File: config.mk
export PLATFORM = sky130hd
export DESIGN_NAME = beacon_event_timer
export DESIGN_NICKNAME = d
export VERILOG_FILES = /design/src/rtl/bet_pkg.sv /design/src/rtl/bet_unit_conv.sv /design/src/rtl/bet_tsf.sv /design/src/rtl/bet_channel.sv /design/src/rtl/bet_cfg.sv /design/src/rtl/beacon_event_timer.sv
export SDC_FILE = /design/constraint.sdc
export NUM_CORES = 2
export LEC_CHECK = 0
export ABC_AREA = 1
export BUFFER_PORTS_ARGS = -buffer_cell sky130_fd_sc_hd__clkbuf_2
export CORE_MARGIN = 2
export CORE_UTILIZATION = 40
export DETAILED_ROUTE_END_ITERATION = 7
export PLACE_DENSITY = 0.61
export REMOVE_ABC_BUFFERS = 1
export SLEW_MARGIN = 20
export SYNTH_ARGS = -nofsm -noshare
export SYNTH_HDL_FRONTEND = slang
export SYNTH_SLANG_ARGS = --single-unit
File: constraint.sdc
create_clock -name clk -period 5 [get_ports clk]
set_clock_uncertainty 0.2 [all_clocks]
set_input_delay 0.5 -clock clk [delete_from_list [all_inputs] [get_ports clk]]
set_output_delay 0.5 -clock clk [all_outputs]
set_load 0.02 [all_outputs]
File: src/rtl/bet_pkg.sv
// Shared constants for the beacon event timer: channel roles, the
// register address map, unit codes and the bit fields of the setup words.
package bet_pkg;

    localparam int NUM_CH  = 5;
    localparam int ADDR_W  = 5;

    localparam int CH_TBTT = 0;   // target beacon instant
    localparam int CH_DMA  = 1;   // DMA beacon alert
    localparam int CH_SWA  = 2;   // software beacon alert
    localparam int CH_TIM  = 3;   // TIM wake
    localparam int CH_DTIM = 4;   // DTIM wake

    typedef enum logic [1:0] {
        UNIT_US  = 2'b00,
        UNIT_E8  = 2'b01,
        UNIT_TU  = 2'b10,
        UNIT_RSV = 2'b11
    } unit_e;

    localparam int TU_SHIFT = 10;
    localparam int E8_SHIFT = 7;

    localparam int A_EN       = 'h00;
    localparam int A_NEXT0    = 'h01;
    localparam int A_PER0     = 'h06;
    localparam int A_DMA_RSP  = 'h0B;
    localparam int A_SW_RSP   = 'h0C;
    localparam int A_FRAC     = 'h0D;
    localparam int A_AP_PER   = 'h0E;
    localparam int A_AP_START = 'h0F;
    localparam int A_STA_TBTT = 'h10;
    localparam int A_STA_DTIM = 'h11;
    localparam int A_STA_ARM  = 'h12;

    localparam int AP_PER_W   = 24;   // period field width in the AP period word
    localparam int TSF_RST_B  = 31;   // counter-clear flag in the AP period word

    localparam logic [NUM_CH-1:0] AP_EN_MASK =
        NUM_CH'((1 << CH_TBTT) | (1 << CH_DMA) | (1 << CH_SWA));
    localparam logic [NUM_CH-1:0] STA_EN_MASK =
        NUM_CH'((1 << CH_TBTT) | (1 << CH_TIM) | (1 << CH_DTIM));

endpackage

File: src/rtl/bet_unit_conv.sv
// Unit converter: turns a value in microseconds, eighths of a TU or whole
// TU into microseconds by shifting. Assumes the caller keeps the value
// small enough that the shifted result fits W bits; overflow is dropped.
module bet_unit_conv
    import bet_pkg::*;
#(
    parameter int W = 32
) (
    input  logic [W-1:0] val_i,
    input  logic [1:0]   unit_i,
    output logic [W-1:0] us_o
);

    // Select the shift that matches the unit code.
    always_comb begin
        case (unit_e'(unit_i))
            UNIT_E8: us_o = val_i << E8_SHIFT;
            UNIT_TU: us_o = val_i << TU_SHIFT;
            default: us_o = val_i;
        endcase
    end

endmodule

File: src/rtl/bet_tsf.sv
// Time-stamp counter: counts microsecond ticks. A clear request wins
// over a tick in the same cycle. Assumes tick_i is a one-cycle strobe.
module bet_tsf #(
    parameter int W = 64
) (
    input  logic         clk,
    input  logic         rst_n,
    input  logic         tick_i,
    input  logic         clr_i,
    output logic [W-1:0] tsf_o
);

    logic [W-1:0] cnt_q;

    // Advance, clear or hold the counter.
    always_ff @(posedge clk) begin
        if (!rst_n) begin
            cnt_q <= '0;
        end else if (clr_i) begin
            cnt_q <= '0;
        end else if (tick_i) begin
            cnt_q <= cnt_q + W'(1);
        end
    end

    assign tsf_o = cnt_q;

endmodule

File: src/rtl/bet_channel.sv
// One periodic event channel. It compares the low counter bits against
// its next-expiry with a signed-difference test, so a value already
// passed still fires. On a hit it pulses for one cycle and adds its
// period. A next-expiry load blocks the hit in its own cycle. Assumes the
// gap between counter and next-expiry stays below half the W-bit range.
module bet_channel #(
    parameter int W = 32
) (
    input  logic         clk,
    input  logic         rst_n,
    input  logic         en_i,
    input  logic [W-1:0] tsf_lo_i,
    input  logic         ld_next_i,
    input  logic [W-1:0] next_val_i,
    input  logic         ld_per_i,
    input  logic [W-1:0] per_val_i,
    output logic         fire_o,
    output logic [W-1:0] next_o,
    output logic [W-1:0] per_o
);

    logic [W-1:0] next_q;
    logic [W-1:0] per_q;
    logic         fire_q;
    logic [W-1:0] gap;
    logic         reached;
    logic         hit;

    // Reached-or-passed test on the wrapped difference.
    always_comb begin
        gap     = tsf_lo_i - next_q;
        reached = ~gap[W-1];
        hit     = en_i & reached & ~ld_next_i;
    end

    // Hold next-expiry and period, register the pulse.
    always_ff @(posedge clk) begin
        if (!rst_n) begin
            next_q <= '0;
            per_q  <= '0;
            fire_q <= 1'b0;
        end else begin
            fire_q <= hit;
            if (ld_next_i) begin
                next_q <= next_val_i;
            end else if (hit) begin
                next_q <= next_q + per_q;
            end
            if (ld_per_i) begin
                per_q <= per_val_i;
            end
        end
    end

    assign fire_o = fire_q;
    assign next_o = next_q;
    assign per_o  = per_q;

endmodule

File: src/rtl/bet_cfg.sv
// Write-port decoder. Turns generic writes, the access-point setup words
// and the station arm word into per-channel load strobes and values. It
// owns the enable mask, the two response times, the period fraction and
// the staged station instants. Assumes W is at least 32 and that
// 3 * FIELD_W fits in the data word.
module bet_cfg
    import bet_pkg::*;
#(
    parameter int W        = 32,
    parameter int FIELD_W  = 10,
    parameter int SLACK_TU = 3
) (
    input  logic                     clk,
    input  logic                     rst_n,
    input  logic                     wr_en_i,
    input  logic [ADDR_W-1:0]        wr_addr_i,
    input  logic [1:0]               wr_unit_i,
    input  logic [W-1:0]             wr_data_i,
    output logic [NUM_CH-1:0]        en_o,
    output logic [NUM_CH-1:0]        ld_next_o,
    output logic [NUM_CH-1:0][W-1:0] next_val_o,
    output logic [NUM_CH-1:0]        ld_per_o,
    output logic [NUM_CH-1:0][W-1:0] per_val_o,
    output logic                     tsf_clr_o,
    output logic                     sta_arm_o
);

    logic [NUM_CH-1:0] en_q;
    logic [W-1:0]      dma_rsp_q;
    logic [W-1:0]      sw_rsp_q;
    logic [W-1:0]      frac_q;
    logic [W-1:0]      sta_tbtt_q;
    logic [W-1:0]      sta_dtim_q;

    logic [W-1:0]      conv_us;
    logic [W-1:0]      ap_per_us;
    logic [W-1:0]      ap_start_us;
    logic [W-1:0]      bint_tu;
    logic [W-1:0]      dtimp_tu;
    logic [W-1:0]      sleep_tu;
    logic [W-1:0]      tim_per_tu;
    logic [W-1:0]      dtim_per_tu;
    logic [W-1:0]      tim_first_tu;
    logic              is_ap_per;
    logic              is_ap_start;
    logic              is_sta_arm;

    bet_unit_conv #(.W(W)) u_conv (
        .val_i  (wr_data_i),
        .unit_i (wr_unit_i),
        .us_o   (conv_us)
    );

    // Decode the setup commands.
    always_comb begin
        is_ap_per   = wr_en_i && (wr_addr_i == ADDR_W'(A_AP_PER));
        is_ap_start = wr_en_i && (wr_addr_i == ADDR_W'(A_AP_START));
        is_sta_arm  = wr_en_i && (wr_addr_i == ADDR_W'(A_STA_ARM));
    end

    // Access-point arithmetic: shared period and beacon instant in microseconds.
    always_comb begin
        ap_per_us   = (W'(wr_data_i[AP_PER_W-1:0]) << E8_SHIFT) + frac_q;
        ap_start_us = wr_data_i << E8_SHIFT;
    end

    // Station arithmetic: effective periods and the first TIM instant, in TU.
    always_comb begin
        bint_tu      = W'(wr_data_i[FIELD_W-1:0]);
        dtimp_tu     = W'(wr_data_i[2*FIELD_W-1:FIELD_W]);
        sleep_tu     = W'(wr_data_i[3*FIELD_W-1:2*FIELD_W]);
        tim_per_tu   = (sleep_tu > bint_tu)  ? sleep_tu : bint_tu;
        dtim_per_tu  = (sleep_tu > dtimp_tu) ? sleep_tu : dtimp_tu;
        tim_first_tu = (tim_per_tu == dtim_per_tu) ? sta_dtim_q : sta_tbtt_q;
    end

    // Build per-channel load strobes and values from all write sources.
    always_comb begin
        ld_next_o  = '0;
        ld_per_o   = '0;
        next_val_o = '0;
        per_val_o  = '0;
        for (int i = 0; i < NUM_CH; i++) begin
            if (wr_en_i && (wr_addr_i == ADDR_W'(A_NEXT0 + i))) begin
                ld_next_o[i]  = 1'b1;
                next_val_o[i] = conv_us;
            end
            if (wr_en_i && (wr_addr_i == ADDR_W'(A_PER0 + i))) begin
                ld_per_o[i]  = 1'b1;
                per_val_o[i] = conv_us;
            end
        end
        if (is_ap_per) begin
            ld_per_o[CH_TBTT]  = 1'b1;
            ld_per_o[CH_DMA]   = 1'b1;
            ld_per_o[CH_SWA]   = 1'b1;
            per_val_o[CH_TBTT] = ap_per_us;
            per_val_o[CH_DMA]  = ap_per_us;
            per_val_o[CH_SWA]  = ap_per_us;
        end
        if (is_ap_start) begin
            ld_next_o[CH_TBTT]  = 1'b1;
            ld_next_o[CH_DMA]   = 1'b1;
            ld_next_o[CH_SWA]   = 1'b1;
            next_val_o[CH_TBTT] = ap_start_us;
            next_val_o[CH_DMA]  = ap_start_us - dma_rsp_q;
            next_val_o[CH_SWA]  = ap_start_us - sw_rsp_q;
        end
        if (is_sta_arm) begin
            ld_next_o[CH_TBTT]  = 1'b1;
            ld_next_o[CH_TIM]   = 1'b1;
            ld_next_o[CH_DTIM]  = 1'b1;
            ld_per_o[CH_TBTT]   = 1'b1;
            ld_per_o[CH_TIM]    = 1'b1;
            ld_per_o[CH_DTIM]   = 1'b1;
            next_val_o[CH_TBTT] = sta_tbtt_q << TU_SHIFT;
            next_val_o[CH_TIM]  = (tim_first_tu - W'(SLACK_TU)) << TU_SHIFT;
            next_val_o[CH_DTIM] = (sta_dtim_q - W'(SLACK_TU)) << TU_SHIFT;
            per_val_o[CH_TBTT]  = bint_tu << TU_SHIFT;
            per_val_o[CH_TIM]   = tim_per_tu << TU_SHIFT;
            per_val_o[CH_DTIM]  = dtim_per_tu << TU_SHIFT;
        end
    end

    // Counter clear request and station arm marker.
    always_comb begin
        tsf_clr_o = is_ap_per && wr_data_i[TSF_RST_B];
        sta_arm_o = is_sta_arm;
    end

    // Hold the enable mask and the scalar setup registers.
    always_ff @(posedge clk) begin
        if (!rst_n) begin
            en_q       <= '0;
            dma_rsp_q  <= '0;
            sw_rsp_q   <= '0;
            frac_q     <= '0;
            sta_tbtt_q <= '0;
            sta_dtim_q <= '0;
        end else if (wr_en_i) begin
            case (int'(wr_addr_i))
                A_EN:       en_q       <= wr_data_i[NUM_CH-1:0];
                A_DMA_RSP:  dma_rsp_q  <= wr_data_i;
                A_SW_RSP:   sw_rsp_q   <= wr_data_i;
                A_FRAC:     frac_q     <= wr_data_i;
                A_AP_START: en_q       <= en_q | AP_EN_MASK;
                A_STA_TBTT: sta_tbtt_q <= wr_data_i;
                A_STA_DTIM: sta_dtim_q <= wr_data_i;
                A_STA_ARM:  en_q       <= STA_EN_MASK;
                default:    en_q       <= en_q;
            endcase
        end
    end

    assign en_o = en_q;

endmodule

File: src/rtl/beacon_event_timer.sv
// Top of the beacon event timer: one time-stamp counter, one write-port
// decoder and NUM_CH event channels that compare against the low REG_W
// counter bits. Assumes one tick per microsecond on tick_i.
module beacon_event_timer
    import bet_pkg::*;
#(
    parameter int TSF_W    = 64,
    parameter int REG_W    = 32,
    parameter int FIELD_W  = 10,
    parameter int SLACK_TU = 3
) (
    input  logic              clk,
    input  logic              rst_n,
    input  logic              tick_i,
    input  logic              wr_en_i,
    input  logic [ADDR_W-1:0] wr_addr_i,
    input  logic [1:0]        wr_unit_i,
    input  logic [REG_W-1:0]  wr_data_i,
    output logic [TSF_W-1:0]  tsf_o,
    output logic [NUM_CH-1:0] event_o
);

    logic [NUM_CH-1:0]            ch_en;
    logic [NUM_CH-1:0]            ld_next;
    logic [NUM_CH-1:0]            ld_per;
    logic [NUM_CH-1:0][REG_W-1:0] next_val;
    logic [NUM_CH-1:0][REG_W-1:0] per_val;
    logic [NUM_CH-1:0][REG_W-1:0] ch_next;
    logic [NUM_CH-1:0][REG_W-1:0] ch_per;
    logic                         tsf_clr;
    logic                         sta_arm;
    logic [REG_W-1:0]             tsf_lo;

    bet_tsf #(.W(TSF_W)) u_tsf (
        .clk    (clk),
        .rst_n  (rst_n),
        .tick_i (tick_i),
        .clr_i  (tsf_clr),
        .tsf_o  (tsf_o)
    );

    assign tsf_lo = tsf_o[REG_W-1:0];

    bet_cfg #(
        .W        (REG_W),
        .FIELD_W  (FIELD_W),
        .SLACK_TU (SLACK_TU)
    ) u_cfg (
        .clk        (clk),
        .rst_n      (rst_n),
        .wr_en_i    (wr_en_i),
        .wr_addr_i  (wr_addr_i),
        .wr_unit_i  (wr_unit_i),
        .wr_data_i  (wr_data_i),
        .en_o       (ch_en),
        .ld_next_o  (ld_next),
        .next_val_o (next_val),
        .ld_per_o   (ld_per),
        .per_val_o  (per_val),
        .tsf_clr_o  (tsf_clr),
        .sta_arm_o  (sta_arm)
    );

    for (genvar g = 0; g < NUM_CH; g++) begin : g_ch
        bet_channel #(.W(REG_W)) u_ch (
            .clk        (clk),
            .rst_n      (rst_n),
            .en_i       (ch_en[g]),
            .tsf_lo_i   (tsf_lo),
            .ld_next_i  (ld_next[g]),
            .next_val_i (next_val[g]),
            .ld_per_i   (ld_per[g]),
            .per_val_i  (per_val[g]),
            .fire_o     (event_o[g]),
            .next_o     (ch_next[g]),
            .per_o      (ch_per[g])
        );
    end

endmodule

==> results.yml <==
status:
  status: "finished, final reports clean"
clock_tree:
  clk_path_buf_depth: 3
  numCtsBuffers: 69
  clk_pin_slew_ns: 0.07
  cts_setup_buffers: 0
  cts_resized: 0
  clock_latency_ns: 0.67
  root_buffer: "clkbuf_16"
  cts_hold_buf: 1
  cts_sinks: 534
  htreeDepth: 3
  cts_tree: "done"
sta:
  slew_violations: 0
  min_period_over_period_pct: 86.2
  grt_setup_unrepaired: "false"
  max_slew_margin_pct: 22.1
  tns_ns: 0
  fmax_mhz: 232
  timing.final.ws_setup_ns: 0.691
  fin_crit_ns: 4.31
  finalHoldViolations: 0
  tightest_slew_ns: 1.17
  setup_viol: 0
critical_path:
  cp.arrival_ns: 4.69
  critPathMaxStageDelay_ns: 0.90
  cpMostUsedCell: "a21oi_1"
  rr_endpoint: "g_ch[0].u_ch.next_o[15]$_SDFFE_PN0P_"
  crit_required_ns: 5.38
  cp_slowest_cell: "dfxtp_1"
  path_delay_family: "compound AO/OA/AOI/OAI gates"
  worstRegToRegCells: 13
  end_kind: "flop"
  critPathKind: "reg2reg"
  reg2reg_from: "u_tsf.tsf_o[24]$_SDFFE_PP0P_"
  critPathMaxFanout: 16
  path_buf_inv: 3
  r2r_slack_ns: 0.69
  start_kind: "flop"
  cp_cell_sequence: "buf_4, ha_1, a21oi_1, o21a_1, o221ai_1, a21oi_1, nand2_1, o21ai_0, nand2_1, buf_4, inv_1, o21ai_0, a21oi_1"
yosys:
  synth_commonest_cells: "nand2_1, inv_1, a21oi_1"
  avgSynthCellArea_um2: 6.58
  netlist.area_leader.share_pct: 26.2
  seq_area_frac_synth_pct: 26.2
  yosys_most_used_dff: "dfxtp_1"
  synth.most_common_cell: "nand2_1"
  synth_edf_count: 0
  synth-seq-cells: 534
  yosysUniqueCellTypes: 61
  syn_area_mm2: 0.0408
  ys_async_sr_fraction_pct: 0
  yosysWarnings: 0
  postSynthCellCount: 6194
  synth.area.top_cells: "dfxtp_1, ha_1, nand2_1, a21oi_1, inv_1"
  synth_largest_area_cell: "dfxtp_1"
cells_and_area:
  area_growth_pct: 12.2
  final_design_area_no_fill_mm2: 0.0457
  finalNetCount: 6770
  fill_cells: 10600
  drive_gt1_share_pct: 7.78
flow_run:
  max_cap_violations: 0
power:
  vdd_drop_max_mv: 0.252
  pwr_density_cell_mw_per_mm2: 254
  leakagePower_uw: 0.0201
  total_power_uw: 11600
grt:
  antenna_found_initial: 11
  grt_max_degree: 182
  grt_pass1_vias: 40800
  gr-usage-all-layers_pct: 35.3
  overflow: 0
  grt_pass1_wl_um: 273000
worst_hold_path:
  hold-path-endpoint: "u_cfg.dma_rsp_q[12]$_SDFFE_PN0P_"
  hp-start: "wr_data_i[12]"
  hold_depth: 3
  min_path_type: "in2reg"
route:
  vias: 45000
  wirelength_um: 189000
  drc: 0
  routed_via_density: 5.82
  avgRoutedWirePerCell_um: 24.5
  ant_nets: 0
  first_pass_iters: 6
  drt_iter0_markers: 5076
floorplan:
  die_area_mm2: 0.104
  die_y_um: 323
  coreArea_mm2: 0.101
  io_pins: 112
  dieWidth_um: 323
  row_count: 117
  start_util_pct: 40.2
placed_design:
  hpwl_um: 144000
  place_area_mm2: 0.0435
  gp_congestion: 1.02
  dp_slack_ns: 0.305
  port_buffers: 111
## per-layer routing
metal	part of all wire (%)	vias up	GRT usage, %
li1	-	21300	-
met1	43	21000	48.8
met2	40	2261	51.0
met3	11	453	8.20
met4	6.0	12	18.2
met5	0.046	-	0
## cell type report
class / count / area [um^2] / area share (%)
inverter: 805 / 3030 / 6.62
multi-input combinational: 4630 / 26200 / 57.3
sequential: 534 / 10700 / 23.4
antenna: 4 / 10.0 / 0.0219
clock inverter: 27 / 288 / 0.629
clock buffer: 93 / 1950 / 4.26
tap: 1368 / 1710 / 3.74
timing repair buffer: 277 / 1880 / 4.10
## stage by stage
| stage | hold slack [ns] | util, % | instances |
|---|---|---|---|
| floorplan | 0.229 | - | 5969 |
| global placement | 0.241 | 42.9 | 7613 |
| detailed placement | 0.247 | 42.9 | 7613 |
| CTS | 0.0607 | 45.1 | 7734 |
| global route | 0.0956 | 45.1 | 7734 |
| finish | 0.0869 | 45.1 | 7738 |
## worst min-delay path, cell delays in order
cell      delay, ns
clkbuf_2       0.09
inv_1          0.13
a21oi_1        0.16
## worst max path at each step
stage | start | end | cells past startpoint
floorplan | wr_addr_i[3] | g_ch[1].u_ch.next_o[29]$_SDFFE_PN0P_ | 11
global placement | wr_data_i[3] | g_ch[3].u_ch.next_o[28]$_SDFFE_PN0P_ | 29
detailed placement | wr_data_i[3] | g_ch[3].u_ch.next_o[28]$_SDFFE_PN0P_ | 29
CTS | g_ch[3].u_ch.next_o[0]$_SDFFE_PN0P_ | g_ch[3].u_ch.next_o[26]$_SDFFE_PN0P_ | 22
global route | g_ch[1].u_ch.next_o[0]$_SDFFE_PN0P_ | g_ch[1].u_ch.next_o[22]$_SDFFE_PN0P_ | 21
finish | u_tsf.tsf_o[24]$_SDFFE_PP0P_ | g_ch[0].u_ch.next_o[15]$_SDFFE_PN0P_ | 13
## layout by cell type (no fill, tap or decap), types with 60 or more instances in the layout
cell	instances
clkbuf_16	70
xor2_1	95
dfxtp_1	534
a31oi_1	153
nor2_1	473
ha_1	404
nand2_1	1266
xnor2_1	60
inv_1	785
nand3_1	251
o21ai_0	557
nor3_1	100
clkbuf_2	110
a21oi_1	736
buf_4	160
## cells by family (layout without fill, tap and decap cells)
logic type | count (synthesis) | count (layout) | share of synthesized area [%]
simple gates | 2271 | 2271 | 23.4
compound gates | 1794 | 1794 | 24.7
other cells | 0 | 4 | 0
fa+ha+maj | 410 | 410 | 12.7
buf+inv | 1030 | 1202 | 9.65
xor+xnor | 155 | 155 | 3.33
flops | 534 | 534 | 26.2
## sequential cells by signal, indices dropped and copies added (netlist names)
register,count
g_ch.u_ch.fire_o,5
u_cfg.dma_rsp_q,32
g_ch.u_ch.per_o,160
u_cfg.sta_tbtt_q,22
u_cfg.sw_rsp_q,32
u_cfg.frac_q,32
g_ch.u_ch.next_o,160
u_cfg.en_o,5
u_cfg.sta_dtim_q,22
u_tsf.tsf_o,64
## where the power goes
| part | switching [uW] | leakage (uW) | internal (uW) |
|---|---|---|---|
| logic | 1460 | 0.0147 | 578 |
| clock network | 2200 | 0.00110 | 2950 |
| registers | 86.0 | 0.00431 | 4350 |
Power figures use the tool's default switching activity.
